$ cat src/rtl/uart_tx_pkg.sv
package uart_tx_pkg;

  localparam int DATA_W   = 8;
  localparam int MAX_STOP = 2;
  localparam int FRAME_W  = 1 + DATA_W + 1 + MAX_STOP;
  localparam int CNT_W    = $clog2(FRAME_W + 1);

  // Strobes from the control FSM to the shifting datapath
  typedef struct packed {
    logic load;
    logic shift;
    logic clear;
  } txStrobe_t;

  typedef enum logic [1:0] {
    ST_IDLE  = 2'd0,
    ST_WAIT  = 2'd1,
    ST_SHIFT = 2'd2
  } txState_t;

  // Number of data bits carried for a character-length code
  function automatic int charBits(input logic [1:0] code);
    case (code)
      2'b10:   return DATA_W - 1;
      2'b11:   return DATA_W - 2;
      default: return DATA_W;
    endcase
  endfunction

endpackage

$ cat src/rtl/uart_tx_datapath.sv
module uart_tx_datapath
  import uart_tx_pkg::*;
(
  input  logic              clk,
  input  logic              rstN,
  input  txStrobe_t         strobe,
  input  logic [DATA_W-1:0] inData,
  input  logic [1:0]        modeCharLen,
  input  logic [2:0]        modeParity,
  input  logic [1:0]        modeStop,
  output logic              serialBit,
  output logic              lastBit
);

  logic [FRAME_W-1:0] shiftReg;
  logic [FRAME_W-1:0] frameNext;
  logic [CNT_W-1:0]   bitsLeft;
  logic [CNT_W-1:0]   frameLen;
  logic [DATA_W-1:0]  dataMask;
  int                 nBits;
  logic               hasParity;
  logic               oddParity;
  logic               twoStop;
  logic               parityBit;

  // Decode the mode fields
  always_comb begin
    nBits     = charBits(modeCharLen);
    hasParity = (modeParity == 3'b000) || (modeParity == 3'b001);
    oddParity = (modeParity == 3'b001);
    twoStop   = (modeStop == 2'b10);
  end

  // Mask off unused data bits; parity covers only the configured bits
  always_comb begin
    for (int i = 0; i < DATA_W; i++) begin
      dataMask[i] = (i < nBits);
    end
    parityBit = (^(inData & dataMask)) ^ oddParity;
  end

  // Assemble the frame, first bit sent at index 0, unused upper bits high
  always_comb begin
    frameNext    = '1;
    frameNext[0] = 1'b0;
    for (int i = 0; i < DATA_W; i++) begin
      if (i < nBits) begin
        frameNext[i+1] = inData[i];
      end else if (hasParity && (i == nBits)) begin
        frameNext[i+1] = parityBit;
      end
    end
    if (hasParity && (nBits == DATA_W)) begin
      frameNext[DATA_W+1] = parityBit;
    end
  end

  always_comb begin
    frameLen = CNT_W'(1 + nBits + (hasParity ? 1 : 0) + (twoStop ? 2 : 1));
  end

  always_ff @(posedge clk or negedge rstN) begin
    if (!rstN) begin
      shiftReg <= '1;
      bitsLeft <= '0;
    end else if (strobe.clear) begin
      shiftReg <= '1;
      bitsLeft <= '0;
    end else if (strobe.load) begin
      shiftReg <= frameNext;
      bitsLeft <= frameLen;
    end else if (strobe.shift) begin
      shiftReg <= {1'b1, shiftReg[FRAME_W-1:1]};
      bitsLeft <= bitsLeft - CNT_W'(1);
    end
  end

  assign serialBit = shiftReg[0];
  assign lastBit   = (bitsLeft == CNT_W'(1));

endmodule

$ cat src/rtl/uart_tx_ctrl.sv
module uart_tx_ctrl
  import uart_tx_pkg::*;
(
  input  logic      clk,
  input  logic      rstN,
  input  logic      txOn,
  input  logic      resetCmd,
  input  logic      breakStartCmd,
  input  logic      breakStopCmd,
  input  logic      baudTick,
  input  logic      inValid,
  input  logic      lastBit,
  output txStrobe_t strobe,
  output logic      inReady,
  output logic      txActive,
  output logic      inShift,
  output logic      breakOn,
  output logic      resetPending
);

  txState_t state;
  txState_t stateNext;

  assign inReady  = txOn && (state == ST_IDLE) && !breakOn && !resetPending;
  assign txActive = (state != ST_IDLE);
  assign inShift  = (state == ST_SHIFT);

  always_comb begin
    strobe    = '0;
    stateNext = state;
    if (resetCmd) begin
      strobe.clear = 1'b1;
      stateNext    = ST_IDLE;
    end else begin
      case (state)
        ST_IDLE: begin
          if (inValid && inReady) begin
            strobe.load = 1'b1;
            stateNext   = ST_WAIT;
          end
        end
        ST_WAIT: begin
          if (baudTick) stateNext = ST_SHIFT;
        end
        ST_SHIFT: begin
          if (baudTick) begin
            if (lastBit) stateNext = ST_IDLE;
            else         strobe.shift = 1'b1;
          end
        end
        default: stateNext = ST_IDLE;
      endcase
    end
  end

  always_ff @(posedge clk or negedge rstN) begin
    if (!rstN) begin
      state        <= ST_IDLE;
      resetPending <= 1'b0;
      breakOn      <= 1'b0;
    end else begin
      state        <= stateNext;
      resetPending <= resetCmd;
      if (breakStopCmd)       breakOn <= 1'b0;
      else if (breakStartCmd) breakOn <= 1'b1;
    end
  end

endmodule

$ cat src/rtl/uart_frame_tx.sv
module uart_frame_tx
  import uart_tx_pkg::*;
(
  input  logic              clk,
  input  logic              rstN,
  input  logic [1:0]        modeCharLen,
  input  logic [2:0]        modeParity,
  input  logic [1:0]        modeStop,
  input  logic              ctlTxEnable,
  input  logic              ctlTxDisable,
  input  logic              ctlTxReset,
  input  logic              ctlBreakStart,
  input  logic              ctlBreakStop,
  input  logic              baudTick,
  input  logic [DATA_W-1:0] inData,
  input  logic              inValid,
  output logic              inReady,
  output logic              txLine,
  output logic              txActive,
  output logic              txResetPending
);

  txStrobe_t strobe;
  logic      txOn;
  logic      serialBit;
  logic      lastBit;
  logic      inShift;
  logic      breakOn;

  assign txOn = ctlTxEnable && !ctlTxDisable;

  uart_tx_ctrl i_ctrl (
    .clk           (clk),
    .rstN          (rstN),
    .txOn          (txOn),
    .resetCmd      (ctlTxReset),
    .breakStartCmd (ctlBreakStart),
    .breakStopCmd  (ctlBreakStop),
    .baudTick      (baudTick),
    .inValid       (inValid),
    .lastBit       (lastBit),
    .strobe        (strobe),
    .inReady       (inReady),
    .txActive      (txActive),
    .inShift       (inShift),
    .breakOn       (breakOn),
    .resetPending  (txResetPending)
  );

  uart_tx_datapath i_dp (
    .clk         (clk),
    .rstN        (rstN),
    .strobe      (strobe),
    .inData      (inData),
    .modeCharLen (modeCharLen),
    .modeParity  (modeParity),
    .modeStop    (modeStop),
    .serialBit   (serialBit),
    .lastBit     (lastBit)
  );

  assign txLine = breakOn ? 1'b0 : (inShift ? serialBit : 1'b1);

endmodule

$ cat config.mk
export PLATFORM = sky130hd
export DESIGN_NAME = uart_frame_tx
export DESIGN_NICKNAME = d
export VERILOG_FILES = /design/src/rtl/uart_tx_pkg.sv /design/src/rtl/uart_tx_datapath.sv /design/src/rtl/uart_tx_ctrl.sv /design/src/rtl/uart_frame_tx.sv
export SDC_FILE = /design/constraint.sdc
export NUM_CORES = 1
export LEC_CHECK = 0
export BUFFER_PORTS_ARGS = -buffer_cell sky130_fd_sc_hd__clkbuf_2
export CORE_MARGIN = 2
export CORE_UTILIZATION = 55
export CTS_CLUSTER_DIAMETER = 100
export DETAILED_ROUTE_END_ITERATION = 10
export PLACE_DENSITY = 0.9
export SYNTH_ARGS = -nofsm -noshare
export SYNTH_HDL_FRONTEND = slang
export SYNTH_SLANG_ARGS = --single-unit
$ cat constraint.sdc
create_clock -name clk -period 5.5 [get_ports clk]
set_input_delay 1.1 -clock clk [delete_from_list [all_inputs] [get_ports clk]]
set_output_delay 1.1 -clock clk [all_outputs]
set_load 0.01 [all_outputs]
==> summary.md, run 1 <==
| Metric | Value |
|---|---|
| Status | finished, final reports clean |
| CTS Root Buffer Type | clkbuf_4 |
| Clock power frac | 30.3% |
| DIE AREA | 2580 sq um |
| Final WL | 2550 microns |
| Final setup viols | 0 |
| Crit path required time | between 4 and 5 ns |
| Net Switching | 72.3 uW |
| Post-synth top flop | dfstp_2 |
| Post-synth EDFFs | 0 |
| Ranking of synthesized cells by area | dfstp_2 22%, dfrtp_1 17%, ha_1 6.2% |
| Switching Fraction | 26.3% |
| Vias in the first global route | 1,011 |
| Share of cells above drive strength 1 | a little under a third |
| Sequential element share of the synthesized area | around two fifths |
| Site Rows | 16 |
| First-pass iteration count of the detailed router | 4 |
| Final worst slack | 2.43 ns |
| Most frequent cells after synthesis | 13 x nor2_1, 10 x dfstp_2, 9 x a21oi_1 |
| Clk_skew | 0.00371 ns |
| CTS Buffer Depth | 2 |
| Dominant cell type by area after synthesis | dfstp_2 |
| H-tree Lvls | 1 |
| Register area | 463 sq um |
| YS warnings | 0 |
| TritonCTS clock tree | yes |
| Min-delay worst type | reg -> reg |
| Pwr Density | 200 nW/um^2 |
| DP HPWL | 1920 microns |
| Fmax | about 330 MHz |
| Crit path kind | in -> out |
| Crit share post-route | roughly 56% |
| Synth Area in Adders | 6.24% |
| Port Buffers | 27 |
| Sequential Power Share | 50.5% |
| Synth top area share | roughly 22% |
| Cells after Synth | 126 |
| Synth Area in Compound Gates | 23.9% |
| ANT cells | 0 |
| RD Place Congestion | 0.812 |
| Mux cell area share after synthesis | 0% |
| RSZ-0062 raised after global routing | false |
| CP Max Fanout | 5 |
| # resized after CTS | 0 |
| Die height | 50.8 microns |
| Post-detailed-route via-to-cell ratio | ~6 |
| Post-Synth Simple-Gate Area | 16.6% |
| Max-slew violations | 0 |
| WP data arrival | slightly below 2 ns |
| Tot GR Track Use | 23.5% |
| Initial DRC Count | 18 |
| Mean area per synthesized cell | 9.55 sq um |
| Setup TNS | 0 ns |
| Netlist cell types | 39 |
| DP Worst Slack | 2.44 ns |
| Cell internal pwr | between 200 and 250 uW |
| # hold bufs at CTS | 0 |
| ANT nets after route | 0 |
| MaxCap Viol Count | 0 |
| Worst skew pair latency | 0.29 ns |
| Via count | 1,044 |
| Worst relative slew slack | between 60% and 70% |
| Largest net degree at the start of global routing | 19 |
| Gate power share | 19.2% |
| DP Area | around 1300 sq um |
| CTS clock-pin slew for the worst setup and hold paths | approximately 0.11 ns |
| Seq cells post-synth | 18 |
| Main combinational cell family by area after synthesis | compound AO/OA/AOI/OAI gates |
| Startpoint Class | primary input |
| # IOs | 28 |
| Actual slew at the worst max-slew pin | approximately 0.55 ns |
| WL per Instance | ~14 microns |
| Grt ovf | 0 |
| Initial Utilization | 59.5% |
| Synthesized cell area | 1200 sq um |
| Critical Path Source | ctlTxDisable |
| Area growth syn-to-layout | 14.3% |
| Final min period | 3.07 ns |
| Post-CTS Setup Repair Bufs | 0 |
| Core box area | 2020 sq um |
| Synth Area in XOR/XNOR | about a tenth |
| Fraction of registers with async set/reset | 100% |
| Fillers | 160 |
| Syn_nets | ~160 |
| CTS Buf Count | 3 |
| Pleak | 0.000643 uW |
| Element type at the critical path end | output pin |
| Maximum vdd ir drop | 121 uV |
| Design area | 1380 sq um |
| Fin. Hold Viols | 0 |
| Hold Startpoint | i_dp.shiftReg[0] |
| Die Wd | 50.8 microns |
| Most frequent cell after synthesis | nor2_1 |
| # DRC | 0 |
| First-pass GRT wire length | 4630 microns |
| Reg-to-Reg Start | i_dp.bitsLeft[1] |
| Initial antenna violation count | 0 |
| CTS sink cnt | 18 |
| Multi-input gate area | between 600 and 700 sq um |
| Layout Nets | about 180 |
[layout by cell type (no fill, tap or decap), types with 2 or more instances in the layout]
master / Yosys / final
clkbuf_2: 0 / 27
nor2_1: 13 / 13
dfstp_2: 10 / 10
a21oi_1: 9 / 9
inv_1: 8 / 8
o21ai_0: 8 / 8
a21boi_0: 8 / 8
dfrtp_1: 8 / 8
a211oi_1: 7 / 7
ha_1: 6 / 6
xor2_1: 4 / 4
xnor2_1: 4 / 4
o31ai_1: 3 / 3
nand2_1: 3 / 3
clkbuf_4: 0 / 3
nor2b_1: 2 / 2
or4b_4: 2 / 2
xnor3_1: 2 / 2
and3_1: 2 / 2
nor3_1: 2 / 2
nand3_1: 2 / 2
[state kept, by name, indices dropped and copies added, names as in the netlist]
signal               cells
i_dp.bitsLeft            4
i_ctrl.resetPending      1
i_ctrl.state             2
i_ctrl.breakOn           1
i_dp.shiftReg           10
[layout make-up]
| cell class | count | area share [%] |
|---|---|---|
| Timing Repair Buffer | 27 | 9.82 |
| Tap cell | 27 | 2.45 |
| Multi-Input combinational cell | 94 | 49.3 |
| Clock buffer | 4 | 2.64 |
| Inverter | 8 | 2.18 |
| Sequential cell | 18 | 33.6 |
[worst max-delay path, stage by stage]
cell and delay (ns):
clkbuf_2 0.08, or4b_4 0.51, nor2_1 0.12, clkbuf_2 0.15
[stage by stage]
step	util, %	total power, uW	instances	hold WS (ns)
after detailed placement	66.3	194	174	0.503
after global placement	66.3	192	174	0.498
after global routing	68.1	290	178	0.549
after CTS	68.1	276	178	0.519
after floorplan	-	173	126	0.467
final	68.1	275	178	0.521
[power by group through the flow]
stage	Sequential, uW	Clock [uW]	Combinational (uW)
finish	139	83.4	53.0
global route	139	91.1	59.7
CTS	139	83.9	53.3
detailed placement	141	0	52.9
global placement	141	0	50.8
floorplan	141	0	31.8
[cell families (layout without fill, tap and decap cells)]
kind of cell,count (synthesis),after routing
buffers and inverters,14,39
and+or+nand+nor,35,35
xor gates and xnor gates,10,10
adders and majority gates,6,6
AOI/OAI and AO/OA,43,43
DFF,18,18
[path summary, 6_finish.rpt]
| kind | end | cells past startpoint | slack, ns |
|---|---|---|---|
| hold / removal | i_dp.shiftReg[0] | 2 | 0.52 |
| max in group asynchronous | i_dp.shiftReg[0] | 1 | 4.43 |
| hold reg to reg | i_dp.shiftReg[0] | 2 | 0.52 |
| setup reg to reg | i_dp.shiftReg[7] | 6 | 3.22 |
| setup / recovery | inReady | 4 | 2.43 |
| min in group asynchronous | i_dp.bitsLeft[1] | 1 | 0.73 |
[routing by layer]
| layer | GRT usage [%] | wire (microns) |
|---|---|---|
| met1 | 30.7 | 1080 |
| met2 | 41.9 | 1370 |
| met3 | 1.79 | 93 |
| met4 | 6.31 | 8 |
| met5 | 0 | 0 |
No activity file was read; power rests on OpenSTA's default activity.
==> inputs of run 2 (changes only) <==
--- a/config.mk
+++ b/config.mk
@@ -5,12 +5,13 @@
 export SDC_FILE = /design/constraint.sdc
 export NUM_CORES = 1
 export LEC_CHECK = 0
+export ABC_AREA = 1
 export BUFFER_PORTS_ARGS = -buffer_cell sky130_fd_sc_hd__clkbuf_2
 export CORE_MARGIN = 2
-export CORE_UTILIZATION = 55
+export CORE_UTILIZATION = 49
 export CTS_CLUSTER_DIAMETER = 100
 export DETAILED_ROUTE_END_ITERATION = 10
-export PLACE_DENSITY = 0.9
+export PLACE_DENSITY = 0.85
 export SYNTH_ARGS = -nofsm -noshare
 export SYNTH_HDL_FRONTEND = slang
 export SYNTH_SLANG_ARGS = --single-unit
==> constraint.sdc (replaced) <==
create_clock -name clk -period 2.55 [get_ports clk]
set_input_delay 0.51 -clock clk [delete_from_list [all_inputs] [get_ports clk]]
set_output_delay 0.51 -clock clk [all_outputs]
set_load 0.01 [all_outputs]
==> run 2 against run 1 <==
Global-route usage is 6.9 points lower. Synthesized area increased by 10%. Highest routed layer unchanged. Utilization fell by 7.7 points. Sequential power rose by 130%. First-iteration DRC count did not move. Clock skew up 0.0021 ns. Worst setup slack got worse by 1.8 ns. Routed wire length decreased by 4.0%. Count of clock-buffer cells in the layout unchanged. Register-to-register slack worse by 2.2 ns.
==> summary.md, run 2 <==
| Metric | Value |
|---|---|
| Max-slew violations | 0 |
| DP Area | roughly 1500 sq um |
| Max reg flops | 10 |
| Final setup viols | 0 |
| First-pass GRT wire length | 4100 microns |
| Sequential element share of the synthesized area | 34.8% |
| Area growth syn-to-layout | 14.6% |
| Fin. Hold Viols | 0 |
| Crit path kind | reg -> out |
| CP Max Fanout | 3 |
| CTS sink cnt | 18 |
| Netlist cell types | 31 |
| Net Switching | 228 uW |
| Largest net degree at the start of global routing | 19 |
| DIE AREA | 3140 sq um |
| Ranking of synthesized cells by area | dfstp_2 20%, dfrtp_1 15%, nand2_1 10% |
| Sequential Power Share | 46.0% |
| R2R Setup Slk | 0.99 ns |
| Crit path required time | a little over 2 ns |
| CTS Buf Count | 3 |
| Layout Nets | 230 |
| Gate power share | 28.0% |
| GR Util met3 | 2.56% |
| Via count | 1,137 |
| Worst skew pair latency | 0.31 ns |
| Post-CTS Setup Repair Bufs | 0 |
| Share of cells above drive strength 1 | 33.2% |
| Fmax | 515 MHz |
| Tot GR Track Use | 16.6% |
| Actual slew at the worst max-slew pin | ~0.42 ns |
| Grt ovf | 0 |
| Most frequent cells after synthesis | 37 x nand2_1, 31 x inv_1, 12 x nor2_1 |
| Worst Reg-to-Reg Cells | 11 |
| Site Rows | 18 |
| Met1 usage | 21.5% |
| Initial Utilization | 52.7% |
| Startpoint Class | register |
| Synthesized cell area | 1330 sq um |
| CTS Root Buffer Type | clkbuf_4 |
| Synth top area share | 19.8% |
| Post-synth top flop | dfstp_2 |
| Element type at the critical path end | output pin |
| Clk_skew | roughly 0.0058 ns |
| Largest Register | i_dp.shiftReg |
| DP HPWL | 1920 microns |
| WP data arrival | 1.43 ns |
| Met2 Usage GRT | about a quarter |
| Vias in the first global route | 984 |
| Most frequent cells in the layout | 37 x nand2_1, 31 x inv_1, 27 x clkbuf_2 |
| Fraction of registers with async set/reset | 100% |
| Final WL | about 2400 microns |
| Seq cells post-synth | 18 |
| H-tree Lvls | 1 |
| Status | finished, final reports clean |
| R2r endpoint | i_dp.bitsLeft[0] |
| Switching Fraction | 32.1% |
| Die Wd | 56.1 microns |
| Reg-to-Reg Start | i_ctrl.breakOn |
| Pwr Density | 466 nW/um^2 |
| CTS clock-pin slew for the worst setup and hold paths | between 0.1 and 0.15 ns |
| RD Place Congestion | 0.766 |
| Largest regs | i_dp.shiftReg: 10 flops, i_dp.bitsLeft: 4 flops, i_ctrl.state: 2 flops |
| Worst relative slew slack | between 70% and 80% |
| Core box area | 2520 sq um |
| YS warnings | 0 |
| # DRC | 0 |
| Clock power frac | about a quarter |
| Initial antenna violation count | 0 |
| Most common cell after layout, fill and taps aside | nand2_1 |
| TritonCTS clock tree | yes |
| MaxCap Viol Count | 0 |
| RSZ-0062 raised after global routing | false |
| Cell internal pwr | 482 uW |
| Pleak | 0.000820 uW |
| Mean area per synthesized cell | 7.82 sq um |
| Setup TNS | 0 ns |
| Design area | 1520 sq um |
| Maximum vdd ir drop | 245 uV |
| Post-synth EDFFs | 0 |
| Min-delay worst type | in -> async |
| Most frequent cell after synthesis | nand2_1 |
| # hold bufs at CTS | 0 |
| WL per Instance | 10.7 microns |
| Die height | 56.1 microns |
| Top Usage Layer GRT | met2 |
| Dominant cell type by area after synthesis | dfstp_2 |
| Post-detailed-route via-to-cell ratio | 4.97 |
| CTS Buffer Depth | 2 |
| ANT nets after route | 0 |
| Initial DRC Count | 18 |
| Final min period | ~1.9 ns |
| Cells after Synth | 170 |
| Syn_nets | 200 |
| Port Buffers | 27 |
| First-pass iteration count of the detailed router | 4 |
| # resized after CTS | 0 |
| # IOs | 28 |
| Crit share post-route | about three quarters |
| ANT cells | 0 |
==> run 2: cell type report <==
class / instances / area, sq um
clock buffer: 4 / 36.3
fill: 248 / 1000
inverter: 38 / 148
multi-input combinational: 112 / 703
sequential: 18 / 463
tap: 30 / 37.5
timing repair buffer: 27 / 135
==> run 2: per-stage QoR <==
stage	instances	utilization, %	hold slack, ns	setup slack (ns)	total power [uW]
finish	229	60.4	0.107	0.607	710
detailed placement	225	58.9	0.468	0.326	531
CTS	229	60.4	0.131	0.620	713
global placement	225	58.9	0.454	0.410	524
floorplan	170	-	0.214	0.575	472
global route	229	60.4	0.130	0.491	755
==> run 2: worst max path at each step <==
stage | to | slack [ns] | cells past startpoint | start
2_1_floorplan | i_dp.bitsLeft[2] | 0.58 | 12 | modeCharLen[1]
3_3_place_gp | i_dp.bitsLeft[2] | 0.41 | 13 | modeCharLen[1]
3_5_place_dp | i_dp.bitsLeft[2] | 0.33 | 13 | modeCharLen[1]
4_1_cts | txLine | 0.62 | 5 | i_ctrl.state[0]
5_1_grt | txLine | 0.49 | 5 | i_ctrl.state[0]
6_report | txLine | 0.61 | 5 | i_ctrl.state[0]
==> run 2: logic make-up after synthesis <==
| logic type | Yosys count | share of synthesized area, % |
|---|---|---|
| AND/OR/NAND/NOR | 69 | 27.3 |
| buffers and inverters | 40 | 12.2 |
| AO/OA/AOI/OAI | 33 | 17.3 |
| flip-flops | 18 | 34.8 |
| adder cells (fa/ha/maj) | 6 | 5.65 |
| XOR/XNOR | 4 | 2.64 |
==> run 2: power by group through the flow <==
stage	clock network (uW)	registers (uW)	logic [uW]
floorplan	0	329	143
global placement	0	330	193
detailed placement	0	331	200
CTS	185	326	201
global route	200	330	225
finish	185	326	199
==> run 2: metal layers <==
layer / up-vias / part of all wire [%]
met3: 5 / 4.2
met5: - / 0
met4: 0 / 2.7
met1: 506 / 46
li1: 599 / -
met2: 27 / 48
==> run 2: critical path: stages (launching register included) <==
cell	delay (ns)
dfrtp_1	0.42
nor2_1	0.30
inv_1	0.10
o21bai_1	0.13
inv_1	0.05
clkbuf_2	0.12
==> inputs of run 3 (changes only) <==
==> constraint.sdc (replaced) <==
create_clock -name clk -period 1.7 [get_ports clk]
set_input_delay 0.34 -clock clk [delete_from_list [all_inputs] [get_ports clk]]
set_output_delay 0.34 -clock clk [all_outputs]
set_load 0.01 [all_outputs]
==> run 3 against run 2 <==
Final area is 6.6% higher. Non-clock buffer count is 7 higher. Flip-flop and latch count stayed put.
==> summary.md, run 3 (synthesized netlist as in run 2, its figures left out) <==
| Metric | Value |
|---|---|
| Pwr Density | 662 nW/um^2 |
| CTS sink cnt | 18 |
| RSZ-0062 raised after global routing | false |
| Area growth syn-to-layout | 22.1% |
| Via count | roughly 1,200 |
| Largest Register | i_dp.shiftReg |
| Element type at the critical path end | output pin |
| Crit share post-route | 92.2% |
| Site Rows | 18 |
| Pleak | 0.000859 uW |
| Startpoint Class | register |
| Actual slew at the worst max-slew pin | 0.445 ns |
| Most frequent cells in the layout | 37 x nand2_1, 30 x inv_1, 27 x clkbuf_2 |
| Largest net degree at the start of global routing | 19 |
| Critical path's slowest cell | dfrtp_1 |
| Crit path required time | about 1.4 ns |
| Initial antenna violation count | 0 |
| Hold WS | roughly 0.19 ns |
| Post-detailed-route via-to-cell ratio | between 4 and 5 |
| # DRC | 0 |
| Critical Path Most Common Cell | inv_1 |
| H-tree Lvls | 1 |
| Final worst slack | 0.133 ns |
| Crit path kind | reg -> out |
| DP Worst Slack | -0.181 ns |
| Initial Utilization | 52.7% |
| CP Max Fanout | 3 |
| Tot GR Track Use | 18.1% |
| ANT cells | 0 |
| WP data arrival | 1.23 ns |
| Max reg flops | 10 |
| Worst relative slew slack | 70.4% |
| Worst skew pair latency | roughly 0.3 ns |
| Max-slew violations | 0 |
| Fillers | 218 |
| DIE AREA | about 3100 sq um |
| First-pass iteration count of the detailed router | 4 |
| WL per Instance | roughly 11 microns |
| RD Place Congestion | 0.816 |
| Share of cells above drive strength 1 | 38.2% |
| Buf/Inv on CP | 4 |
| Maximum vdd ir drop | 826 uV |
| Final setup viols | 0 |
| First-pass GRT wire length | roughly 4600 microns |
| Vias in the first global route | 1,131 |
| DP HPWL | 2040 microns |
| Die Wd | 56.1 microns |
| Largest regs | i_dp.shiftReg: 10 flops, i_dp.bitsLeft: 4 flops, i_ctrl.state: 2 flops |
| Layout Nets | approximately 240 |
| Crit path largest cell delay | 0.38 ns |
| Initial DRC Count | 11 |
| ANT nets after route | 0 |
| Critical path cell sequence | inv_2 > nor2_4 > inv_1 > o21bai_1 > inv_1 > clkbuf_2 |
| Fin. Hold Viols | 0 |
| Port Buffers | 27 |
| Min-delay worst type | in -> reg |
| Final WL | 2570 microns |
| CTS Root Buffer Type | clkbuf_4 |
| CTS Buf Count | 3 |
| # IOs | 28 |
| Final design utilization | 64.3% |
| CTS clock-pin slew for the worst setup and hold paths | ~0.11 ns |
| Grt ovf | 0 |
| Final min period | 1.57 ns |
| Status | finished, final reports clean |
| Total Power | between 1000 and 1500 uW |
| Clk_skew | approximately 0.0057 ns |
| CTS Buffer Depth | 2 |
| Fmax | 638 MHz |
| Core box area | between 2000 and 3000 sq um |
| Worst path top cell family by delay | flip-flops |
| Setup TNS | 0 ns |
| TritonCTS clock tree | yes |
| Die height | 56.1 microns |
| Most common cell after layout, fill and taps aside | nand2_1 |
| MaxCap Viol Count | 0 |
==> run 3: cell count changes in the layout (fill, tap and decap cells not counted), moves of 2 or more <==
cell	before	now
ha_1	6	4
nor2_4	1	3
nor2_1	12	10
buf_4	0	6
==> run 3: layout make-up <==
type	count	area, sq um	share of cell area, %
multi-input combinational	113	744	45.9
clock buffer	4	36.3	2.24
sequential	18	464	28.6
timing repair buffer	34	190	11.7
tap	30	37.5	2.31
inverter	38	150	9.25
==> run 3: metal layers <==
metal	track usage [%]	part of all wire [%]	vias to the layer above	wire length (microns)
li1	-	-	617	-
met1	22.2	43	535	1120
met2	32.6	53	24	1350
met5	0	0	-	0
met3	4.19	3.3	2	84
met4	2.72	0.55	0	14
==> run 3: power by group <==
| group | internal, uW | leakage (uW) | switching (uW) | total [uW] |
|---|---|---|---|---|
| Combinational | 132 | 0.000631 | 184 | 316 |
| Clock | 131 | 0.0000210 | 135 | 266 |
| Sequential | 473 | 0.000207 | 18.7 | 492 |
| Total | 735 | 0.000859 | 338 | 1070 |
==> run 3: final timing paths <==
kind	startpoint	endpoint	slack (ns)	cells after the start
setup reg to reg	i_ctrl.breakOn	i_dp.bitsLeft[1]	0.14	11
hold / removal	ctlBreakStop	i_ctrl.breakOn	0.19	2
setup / recovery	i_ctrl.state[1]	txLine	0.13	6
min in group asynchronous	rstN	i_ctrl.resetPending	0.50	2
max in group asynchronous	rstN	i_dp.shiftReg[0]	0.86	2
hold reg to reg	i_dp.shiftReg[7]	i_dp.shiftReg[7]	0.48	2
==> run 3: repair_timing <==
action	in CTS	in global routing
buffers inserted	0	2
cloned	0	1
hold endpoints to repair	8	0
resized for setup	1	5
pin swaps	0	2
endpoints found under the setup margin	1	6
hold buffers	1	0
==> run 3: stage by stage <==
step,std cells,instance area [sq um]
5_1_grt,237,1620
2_1_floorplan,170,1350
6_report,237,1620
3_5_place_dp,229,1530
4_1_cts,234,1580
3_3_place_gp,229,1530
